==> config.mk <==
export PLATFORM = sky130hd
export DESIGN_NAME = llsc_monitor
export DESIGN_NICKNAME = d
export VERILOG_FILES = /design/src/rtl/llsc_pkg.sv /design/src/rtl/llsc_arb.sv /design/src/rtl/llsc_resv.sv /design/src/rtl/llsc_mem.sv /design/src/rtl/llsc_monitor.sv
export SDC_FILE = /design/constraint.sdc
export NUM_CORES = 1
export LEC_CHECK = 0
export BUFFER_PORTS_ARGS = -buffer_cell sky130_fd_sc_hd__buf_4
export CAP_MARGIN = 20
export CORE_ASPECT_RATIO = 1.75
export CORE_MARGIN = 2
export CORE_UTILIZATION = 40
export DETAILED_ROUTE_END_ITERATION = 16
export PLACE_DENSITY = 0.64
export SKIP_LAST_GASP = 1
export SYNTH_ARGS = -nofsm -noshare
export SYNTH_HDL_FRONTEND = slang
export SYNTH_SLANG_ARGS = --single-unit
==> constraint.sdc <==
create_clock -name clk_i -period 3.07 [get_ports clk_i]
set_input_delay 0.4605 -clock clk_i [delete_from_list [all_inputs] [get_ports clk_i]]
set_output_delay 0.4605 -clock clk_i [all_outputs]
set_load 0.01 [all_outputs]
==> src/rtl/llsc_pkg.sv <==
package llsc_pkg;
  typedef enum logic [1:0] {
    OP_LOAD  = 2'd0,
    OP_STORE = 2'd1,
    OP_LINK  = 2'd2,
    OP_COND  = 2'd3
  } llsc_op_e;
endpackage

==> src/rtl/llsc_arb.sv <==
module llsc_arb #(
  parameter int NPORTS = 2,
  localparam int IW = $clog2(NPORTS)
) (
  input  logic [NPORTS-1:0] req_i,
  output logic [NPORTS-1:0] gnt_o,
  output logic [IW-1:0]     idx_o,
  output logic              any_o
);
  // lowest index wins
  assign gnt_o = req_i & (~req_i + NPORTS'(1));
  assign any_o = |req_i;

  always_comb begin
    idx_o = '0;
    for (int i = NPORTS - 1; i >= 0; i--) begin
      if (req_i[i]) idx_o = IW'(i);
    end
  end
endmodule

==> src/rtl/llsc_resv.sv <==
module llsc_resv
  import llsc_pkg::*;
#(
  parameter int NPORTS = 2,
  parameter int AW     = 4,
  localparam int IW = $clog2(NPORTS)
) (
  input  logic              clk_i,
  input  logic              rst_ni,
  input  logic              acc_i,
  input  logic [IW-1:0]     port_i,
  input  llsc_op_e          op_i,
  input  logic [AW-1:0]     addr_i,
  input  logic [NPORTS-1:0] clear_i,
  output logic              sc_pass_o
);
  logic [NPORTS-1:0] vld_q;
  logic [AW-1:0]     adr_q [NPORTS];
  logic              wrote;

  // clear on the same cycle beats the conditional store
  assign sc_pass_o = vld_q[port_i] && (adr_q[port_i] == addr_i) && !clear_i[port_i];
  assign wrote     = acc_i && ((op_i == OP_STORE) || ((op_i == OP_COND) && sc_pass_o));

  for (genvar p = 0; p < NPORTS; p++) begin : g_port
    always_ff @(posedge clk_i or negedge rst_ni) begin
      if (!rst_ni) begin
        vld_q[p] <= 1'b0;
        adr_q[p] <= '0;
      end else if (clear_i[p]) begin
        vld_q[p] <= 1'b0;
      end else if (acc_i && (port_i == IW'(p))) begin
        if (op_i == OP_LINK) begin
          vld_q[p] <= 1'b1;
          adr_q[p] <= addr_i;
        end else if (op_i == OP_COND) begin
          vld_q[p] <= 1'b0;
        end
      end else if (wrote && (adr_q[p] == addr_i)) begin
        vld_q[p] <= 1'b0;
      end
    end
  end
endmodule

==> src/rtl/llsc_mem.sv <==
module llsc_mem #(
  parameter int DEPTH = 16,
  parameter int DW    = 32,
  localparam int AW = $clog2(DEPTH)
) (
  input  logic          clk_i,
  input  logic          rst_ni,
  input  logic [AW-1:0] addr_i,
  input  logic          we_i,
  input  logic [DW-1:0] wdata_i,
  output logic [DW-1:0] rdata_o
);
  logic [DW-1:0] mem_q [DEPTH];

  assign rdata_o = mem_q[addr_i];

  always_ff @(posedge clk_i or negedge rst_ni) begin
    if (!rst_ni) begin
      for (int i = 0; i < DEPTH; i++) mem_q[i] <= '0;
    end else if (we_i) begin
      mem_q[addr_i] <= wdata_i;
    end
  end
endmodule

==> src/rtl/llsc_monitor.sv <==
module llsc_monitor
  import llsc_pkg::*;
#(
  parameter int NPORTS = 2,
  parameter int DEPTH  = 16,
  parameter int DW     = 32,
  localparam int AW = $clog2(DEPTH),
  localparam int IW = $clog2(NPORTS)
) (
  input  logic                 clk_i,
  input  logic                 rst_ni,
  input  logic [NPORTS-1:0]    req_i,
  input  logic [2*NPORTS-1:0]  op_i,
  input  logic [AW*NPORTS-1:0] addr_i,
  input  logic [DW*NPORTS-1:0] wdata_i,
  input  logic [NPORTS-1:0]    clear_i,
  output logic [NPORTS-1:0]    gnt_o,
  output logic [NPORTS-1:0]    rvalid_o,
  output logic [DW*NPORTS-1:0] rdata_o,
  output logic [NPORTS-1:0]    sc_ok_o
);
  logic [IW-1:0] win;
  logic          any;
  llsc_op_e      sel_op;
  logic [AW-1:0] sel_addr;
  logic [DW-1:0] sel_wdata, mem_rdata;
  logic          sc_pass, mem_we;

  llsc_arb #(.NPORTS(NPORTS)) u_arb (
    .req_i (req_i),
    .gnt_o (gnt_o),
    .idx_o (win),
    .any_o (any)
  );

  assign sel_op    = llsc_op_e'(op_i[int'(win)*2 +: 2]);
  assign sel_addr  = addr_i[int'(win)*AW +: AW];
  assign sel_wdata = wdata_i[int'(win)*DW +: DW];
  assign mem_we    = any && ((sel_op == OP_STORE) || ((sel_op == OP_COND) && sc_pass));

  llsc_resv #(.NPORTS(NPORTS), .AW(AW)) u_resv (
    .clk_i     (clk_i),
    .rst_ni    (rst_ni),
    .acc_i     (any),
    .port_i    (win),
    .op_i      (sel_op),
    .addr_i    (sel_addr),
    .clear_i   (clear_i),
    .sc_pass_o (sc_pass)
  );

  llsc_mem #(.DEPTH(DEPTH), .DW(DW)) u_mem (
    .clk_i   (clk_i),
    .rst_ni  (rst_ni),
    .addr_i  (sel_addr),
    .we_i    (mem_we),
    .wdata_i (sel_wdata),
    .rdata_o (mem_rdata)
  );

  for (genvar p = 0; p < NPORTS; p++) begin : g_rsp
    logic [DW-1:0] rdata_q;
    always_ff @(posedge clk_i or negedge rst_ni) begin
      if (!rst_ni) begin
        rvalid_o[p] <= 1'b0;
        sc_ok_o[p]  <= 1'b0;
        rdata_q     <= '0;
      end else begin
        rvalid_o[p] <= gnt_o[p];
        sc_ok_o[p]  <= gnt_o[p] && (sel_op == OP_COND) && sc_pass;
        if (gnt_o[p]) rdata_q <= mem_rdata;
      end
    end
    assign rdata_o[p*DW +: DW] = rdata_q;
  end
endmodule

==> results.tsv, run 1 <==
stage	metric	value	unit
place	IO buf count	151	
floorplan	core region area	80800	µm²
yosys	top_reg_cell synth	dfrtp_1	
route	DRT Pass-1 Iters	5	
yosys	synth top area cells	dfrtp_1, mux2i_1, mux2_2	
clocking	# Post-CTS Setup Buffers	0	
route	via count	23700	
route	wire per inst	24.7	µm
yosys	Syn Nets	2902	
worst_setup_path	Arrival @ worst endpoint	3180	ps
clocking	CTS max path bufs	3	
sta	Achievable Freq	0.373	GHz
yosys	fraction of synthesized area in multiplexers	36.4	%
yosys	largest family of logic cells by synthesized area	multiplexers	
sta	fin crit share	87.3	%
global_routing	first-pass GRT wire length	149000	µm
clocking	CTS buffer count	57	
route	Starting DRT DRC Count	1652	
yosys	EDFF count, synth	0	
worst_hold_path	Hold Crit Start	clear_i[0]	
worst_setup_path	crit start category	input port	
pwr	VDD IR max	428	µV
outcome	status	complete, no violations	
clocking	Clock Latency Late Sink	650	ps
sta	post-route clock skew	24.6	ps
worst_setup_path	worst setup path startpoint	clear_i[1]	
yosys	Synth Area per Inst	11.6	µm²
yosys	Compound-Gate Fraction of Synth Area	6.02	%
floorplan	IO Count	152	
route	drt drc	0	
route	Via density	5.96	
floorplan	Die Wd	220	µm
floorplan	die area	83900	µm²
floorplan	Starting Density	40.4	%
sta	WHS	142	ps
worst_setup_path	FF-to-FF Start	u_resv.adr_q[1]	
worst_setup_path	critical-path maximum fanout	32	
pwr	Pint	15.9	mW
place	gpl congestion	0.801	
clocking	Worst-path clk slew	60	ps
sta	RSZ-0062 raised after global routing	false	
sta	Final setup viols	0	
pwr	Flop pwr share	46.5	%
global_routing	Global Route Usage Sum	23.3	%
yosys	Syn. warnings	0	
sta	final slew viol count	0	
yosys	Mapped Area	32600	µm²
yosys	Syn Inst Count	2820	
sta	Slew headroom	30.4	%
clocking	clock root cell	clkbuf_16	
yosys	async set-reset flop share out of synthesis	100	%
sta	fin crit period	2680	ps
layout	nets	2971	
pwr	Power Dens Cells	608	nW/µm²
yosys	Synth Area in Adders	0	%
sta	Fin Setup TNS	0	ps
sta	Worst Tran Pin Value	1040	ps
worst_hold_path	Hold Path Cell Cnt	3	
run	max_cap viols	0	
clocking	clock sink count	590	
pwr	Leak	17.5	nW
layout	Layout area overhead	14.3	%
worst_setup_path	Reg2Reg Depth	7	
global_routing	largest net degree at the start of global routing	84	
route	Detail Route Antenna Nets	0	
floorplan	row count	138	
worst_setup_path	critical path class	input port to flop	
yosys	area leader, netlist	dfrtp_1	
pwr	Psw	6.82	mW
clocking	H-tree Lvls	2	
global_routing	number of global-route vias before repair	24800	
yosys	Yosys reg bits	590	
yosys	sequential share of the synthesized area	45.3	%
global_routing	initial antenna violation count	2	
clocking	CTS tree	done	
pwr	Switching Share	30.1	%
yosys	post-synthesis xor/xnor area fraction	0.430	%
worst_setup_path	Critical Path RT	3580	ps
layout	ANT cells	0	
sta	Fin. Hold Viols	0	
yosys	post-synthesis simple-gate area fraction	8.10	%
yosys	post-synth top area share	45.3	%
pwr	combinational fraction of design power	22.4	%
yosys	distinct cell type count after synthesis	44	
worst_hold_path	min-delay worst type	input port to flop	
floorplan	die height	382	µm
worst_setup_path	endpoint type of the worst setup path	flop	
layout	layout cells sized above 1	28.7	%
global_routing	GRT overflow	0	
route	Routed Wire Length	98500	µm
pwr	power share of the clock group	31.1	%
place	HPWL Detailed	57800	µm
## cell type report
type	count	area [µm²]
clock buffers	90	1720
clock inverters	15	119
fillers	7368	43500
inverters	7	33.8
multi-input cells	1973	16800
flip-flops and latches	590	14800
well taps	1050	1310
repair buffers	260	2550
## cells in the final DEF, fill, tap and decap left out, drive strengths merged, types with 2 or more instances in the layout
master	count
nor3b	2
dlygate4sd3	2
mux2i	610
nor2b	2
clkbuf	90
xnor2	13
a31oi	11
mux2	512
nor4bb	4
nor2	335
nand2	100
dfrtp	590
a211oi	17
nand4	4
xor2	3
buf	258
a21oi	14
nand3	4
nor3	167
and3	2
clkinv	11
clkinvlp	3
o32ai	96
a221o	65
inv	7
## cell families after synthesis
logic type / Yosys count
XOR/XNOR: 16
multiplexers: 1122
buffers and inverters: 257
flip-flops: 590
AO/OA/AOI/OAI: 209
AND/OR/NAND/NOR: 626
## path summary, 6_finish.rpt
path	slack (ps)	end
worst min-delay path	140	u_resv.vld_q[0]
max in group asynchronous	1660	u_mem.mem_q[146]
min in group asynchronous	450	u_mem.mem_q[52]
worst max-delay path	390	u_mem.mem_q[32]
worst max register to register	530	u_mem.mem_q[32]
worst min register to register	510	u_mem.mem_q[406]
## sequential cells by signal, indices dropped and copies added (netlist names)
name,flops
u_resv.vld_q,2
g_rsp.rdata_q,64
rvalid_o,2
sc_ok_o,2
u_resv.adr_q,8
u_mem.mem_q,512
## power groups by stage
stage                     clock network, mW  registers [mW]  logic, mW
after global routing                   7.47            10.7       5.55
final                                  7.04            10.6       5.08
after floorplan                           0            10.3       3.56
after detailed placement                  0            10.7       5.09
after global placement                    0            10.5       4.89
after CTS                              7.18            10.5       5.11
## worst max-delay path, stage by stage
cell	delay (ps)
dlygate4sd3_1	550
buf_4	160
nor4bb_1	290
a211oi_1	100
a221o_2	360
buf_12	190
a221oi_4	330
buf_12	340
mux2_2	380
## Yosys cell counts (all sizes together) (6+ instances only)
cell type  number
dfrtp         590
xnor2          13
a21oi          14
a221o          65
a31oi          11
a211oi         17
buf           106
nor2          335
mux2i         610
nor3          167
clkbuf        144
mux2          512
inv             6
o32ai          96
nand2         100
## repair_timing
action                                 in CTS  in global routing
hold buffers                                2                  0
endpoints found under the hold margin      60                  0
gates resized for setup                     0                  0
## layer usage
metal / GRT usage (%) / share of wire, % / vias to the layer above
li1: - / - / 10400
met1: 28.0 / 40 / 12300
met2: 41.5 / 51 / 756
met3: 3.03 / 5.0 / 236
met4: 9.59 / 4.0 / 2
met5: 0 / 0.016 / -
## metrics by stage
stage / total power, mW / utilization [%] / cell area [µm²] / cells / setup WS (ps)
2_1_floorplan: 13.9 / - / 32600 / 2820 / 483
3_3_place_gp: 15.4 / 43.8 / 35400 / 3878 / 111
3_5_place_dp: 15.7 / 43.8 / 35400 / 3878 / 68.3
4_1_cts: 22.8 / 46.1 / 37300 / 3985 / 450
5_1_grt: 23.8 / 46.1 / 37300 / 3985 / 357
6_report: 22.7 / 46.1 / 37300 / 3985 / 391
(Power assumes the default switching activity.)
==> run 2, diff against run 1 <==
--- a/config.mk
+++ b/config.mk
@@ -9,9 +9,9 @@
 export CAP_MARGIN = 20
 export CORE_ASPECT_RATIO = 1.75
 export CORE_MARGIN = 2
-export CORE_UTILIZATION = 40
+export CORE_UTILIZATION = 35
 export DETAILED_ROUTE_END_ITERATION = 16
-export PLACE_DENSITY = 0.64
+export PLACE_DENSITY = 0.58
 export SKIP_LAST_GASP = 1
 export SYNTH_ARGS = -nofsm -noshare
 export SYNTH_HDL_FRONTEND = slang
==> run 2 against run 1 <==
Via count fell by 2.7%. Worst hold slack got worse by 33 ps. Sequential power barely moved. Fmax fell by 2.5%. Sequential cell count did not move. Cell count rose by 4.3%. Global-route usage fell by 3.2 points. Die area rose by 14%. Final area rose by 1.8%. Wire length fell by 0.84%. Highest routed layer unchanged. Clock skew fell by 9.9 ps. First-iteration DRC count fell by 30%.
==> results.tsv, run 2 (synthesized netlist as in run 1, its figures left out) <==
stage	metric	value	unit
place	HPWL Detailed	58300	µm
route	drt drc	0	
sta	WHS	109	ps
global_routing	Global Route Usage Sum	20.1	%
pwr	Power Dens Cells	617	nW/µm²
floorplan	IO Count	152	
floorplan	die area	95700	µm²
clocking	CTS max path bufs	3	
clocking	CTS buffer count	60	
clocking	Worst-path clk slew	60	ps
pwr	Leak	17.8	nW
sta	fin crit period	2750	ps
place	gpl congestion	0.765	
clocking	H-tree Lvls	2	
sta	Slew headroom	20.9	%
global_routing	number of global-route vias before repair	23600	
clocking	clock sink count	590	
layout	nets	2989	
clocking	Clock Latency Late Sink	640	ps
worst_setup_path	endpoint type of the worst setup path	flop	
global_routing	largest net degree at the start of global routing	91	
route	Routed Wire Length	97700	µm
route	Detail Route Antenna Nets	0	
pwr	Pint	16.6	mW
worst_setup_path	family with the most delay on the worst path	buffers and inverters	
sta	Worst Tran Pin Value	1180	ps
pwr	combinational fraction of design power	21.8	%
worst_setup_path	crit start category	input port	
worst_setup_path	cell mode on critical path	buf_4	
place	IO buf count	151	
worst_setup_path	slowest stage delay, CP	540	ps
outcome	status	complete, no violations	
global_routing	initial antenna violation count	3	
floorplan	Die Wd	235	µm
pwr	Switching Share	29.3	%
layout	biggest regs	u_mem.mem_q: 512 flops, g_rsp.rdata_q: 64 flops, u_resv.adr_q: 8 flops	
global_routing	first-pass GRT wire length	150000	µm
layout	count of non-filler cells in the finished layout	4158	
worst_setup_path	WP buf/inv	5	
route	via count	23100	
sta	final slew viol count	0	
route	DRT Pass-1 Iters	5	
sta	Achievable Freq	0.364	GHz
clocking	CTS tree	done	
pwr	Flop pwr share	44.8	%
worst_hold_path	min-delay worst type	input port to flop	
sta	Final setup viols	0	
route	Via density	5.55	
sta	Fin Setup TNS	0	ps
sta	fin crit share	89.5	%
pwr	Psw	6.86	mW
layout	Layout area overhead	16.4	%
pwr	VDD IR max	470	µV
layout	layout cells sized above 1	29.5	%
route	Starting DRT DRC Count	1158	
sta	post-route clock skew	14.8	ps
worst_setup_path	Slowest-stage cell, CP	dlygate4sd3_1	
layout	most frequent cells in the layout	mux2i_1, dfrtp_1, mux2_2	
layout	max reg flops	512	
worst_setup_path	Critical Path RT	3590	ps
worst_setup_path	critical-path maximum fanout	23	
route	wire per inst	23.5	µm
floorplan	die height	408	µm
sta	RSZ-0062 raised after global routing	false	
worst_setup_path	CP Cell Sequence	dlygate4sd3_1 -> buf_4 -> nand2b_4 -> inv_8 -> buf_4 -> buf_4 -> nor2_1 -> o32ai_1 -> nor3_1 -> a221o_1	
floorplan	row count	148	
clocking	Gates resized, CTS repair	0	
run	max_cap viols	0	
floorplan	core region area	92600	µm²
worst_setup_path	critical path class	input port to flop	
worst_setup_path	Arrival @ worst endpoint	3270	ps
pwr	power share of the clock group	33.5	%
layout	Top reg by flops	u_mem.mem_q	
sta	Fin. Hold Viols	0	
place	placed cells	4042	
global_routing	GRT overflow	0	
layout	commonest non-fill, non-tap cell in the layout	mux2i_1	
floorplan	Starting Density	35.2	%
clocking	clock root cell	clkbuf_16	
==> run 2: changes by cell type in the layout (fill, tap and decap cells not counted), sizes merged <==
cell and change:
buf +14, dlygate4sd3 +1, clkinv +3, clkinvlp -3, bufinv +4, clkbuf +3
diode +1
==> run 2: per-layer routing <==
metal	track usage (%)	wire length, µm
met1	24.8	40800
met2	36.8	51400
met3	2.27	3490
met4	5.35	2030
met5	0	13
==> run 2: through the flow <==
step	total power [mW]	utilization, %	setup WS (ps)	instance area [µm²]
after floorplan	13.9	-	483	32600
after global routing	24.6	41.0	224	38000
final	23.4	41.0	323	38000
after detailed placement	15.7	38.7	218	35800
after CTS	23.7	41.0	360	37900
after global placement	15.6	38.7	268	35800
==> run 2: timing repair <==
| action | 4_1_cts | 5_1_grt |
|---|---|---|
| hold endpoints to repair | 55 | 0 |
| buffers inserted | 0 | 0 |
| hold buffers | 3 | 0 |
==> run 2: path summary, 6_finish.rpt <==
check	cells after the start	slack, ps	from	to
worst min register to register	1	510	u_mem.mem_q[254]	u_mem.mem_q[254]
max in group asynchronous	3	1740	rst_ni	rvalid_o[0]
worst min-delay path	3	110	clear_i[0]	u_resv.vld_q[0]
min in group asynchronous	2	420	rst_ni	u_mem.mem_q[287]
worst max-delay path	10	320	req_i[0]	g_rsp[1].rdata_q[7]
worst max register to register	7	580	u_resv.adr_q[6]	u_mem.mem_q[39]
==> run 2: tightest hold or removal path, cell delays in order <==
cell     delay, ps
buf_4          100
a311o_1        110
a41oi_1         40
==> run 2: layout make-up <==
type | count | area [µm²]
fillers | 8896 | 54600
multi-input cells | 1973 | 16800
flip-flops and latches | 590 | 14800
repair buffers | 275 | 2770
clock buffers | 93 | 1880
well taps | 1200 | 1500
clock inverters | 19 | 231
inverters | 7 | 33.8
diodes | 1 | 2.50
==> run 2: power by group through the flow <==
stage	clock network [mW]	logic (mW)	registers [mW]
finish	7.84	5.10	10.5
detailed placement	0	5.13	10.6
global placement	0	5.02	10.5
global route	8.32	5.61	10.7
CTS	8.04	5.16	10.5
floorplan	0	3.56	10.3
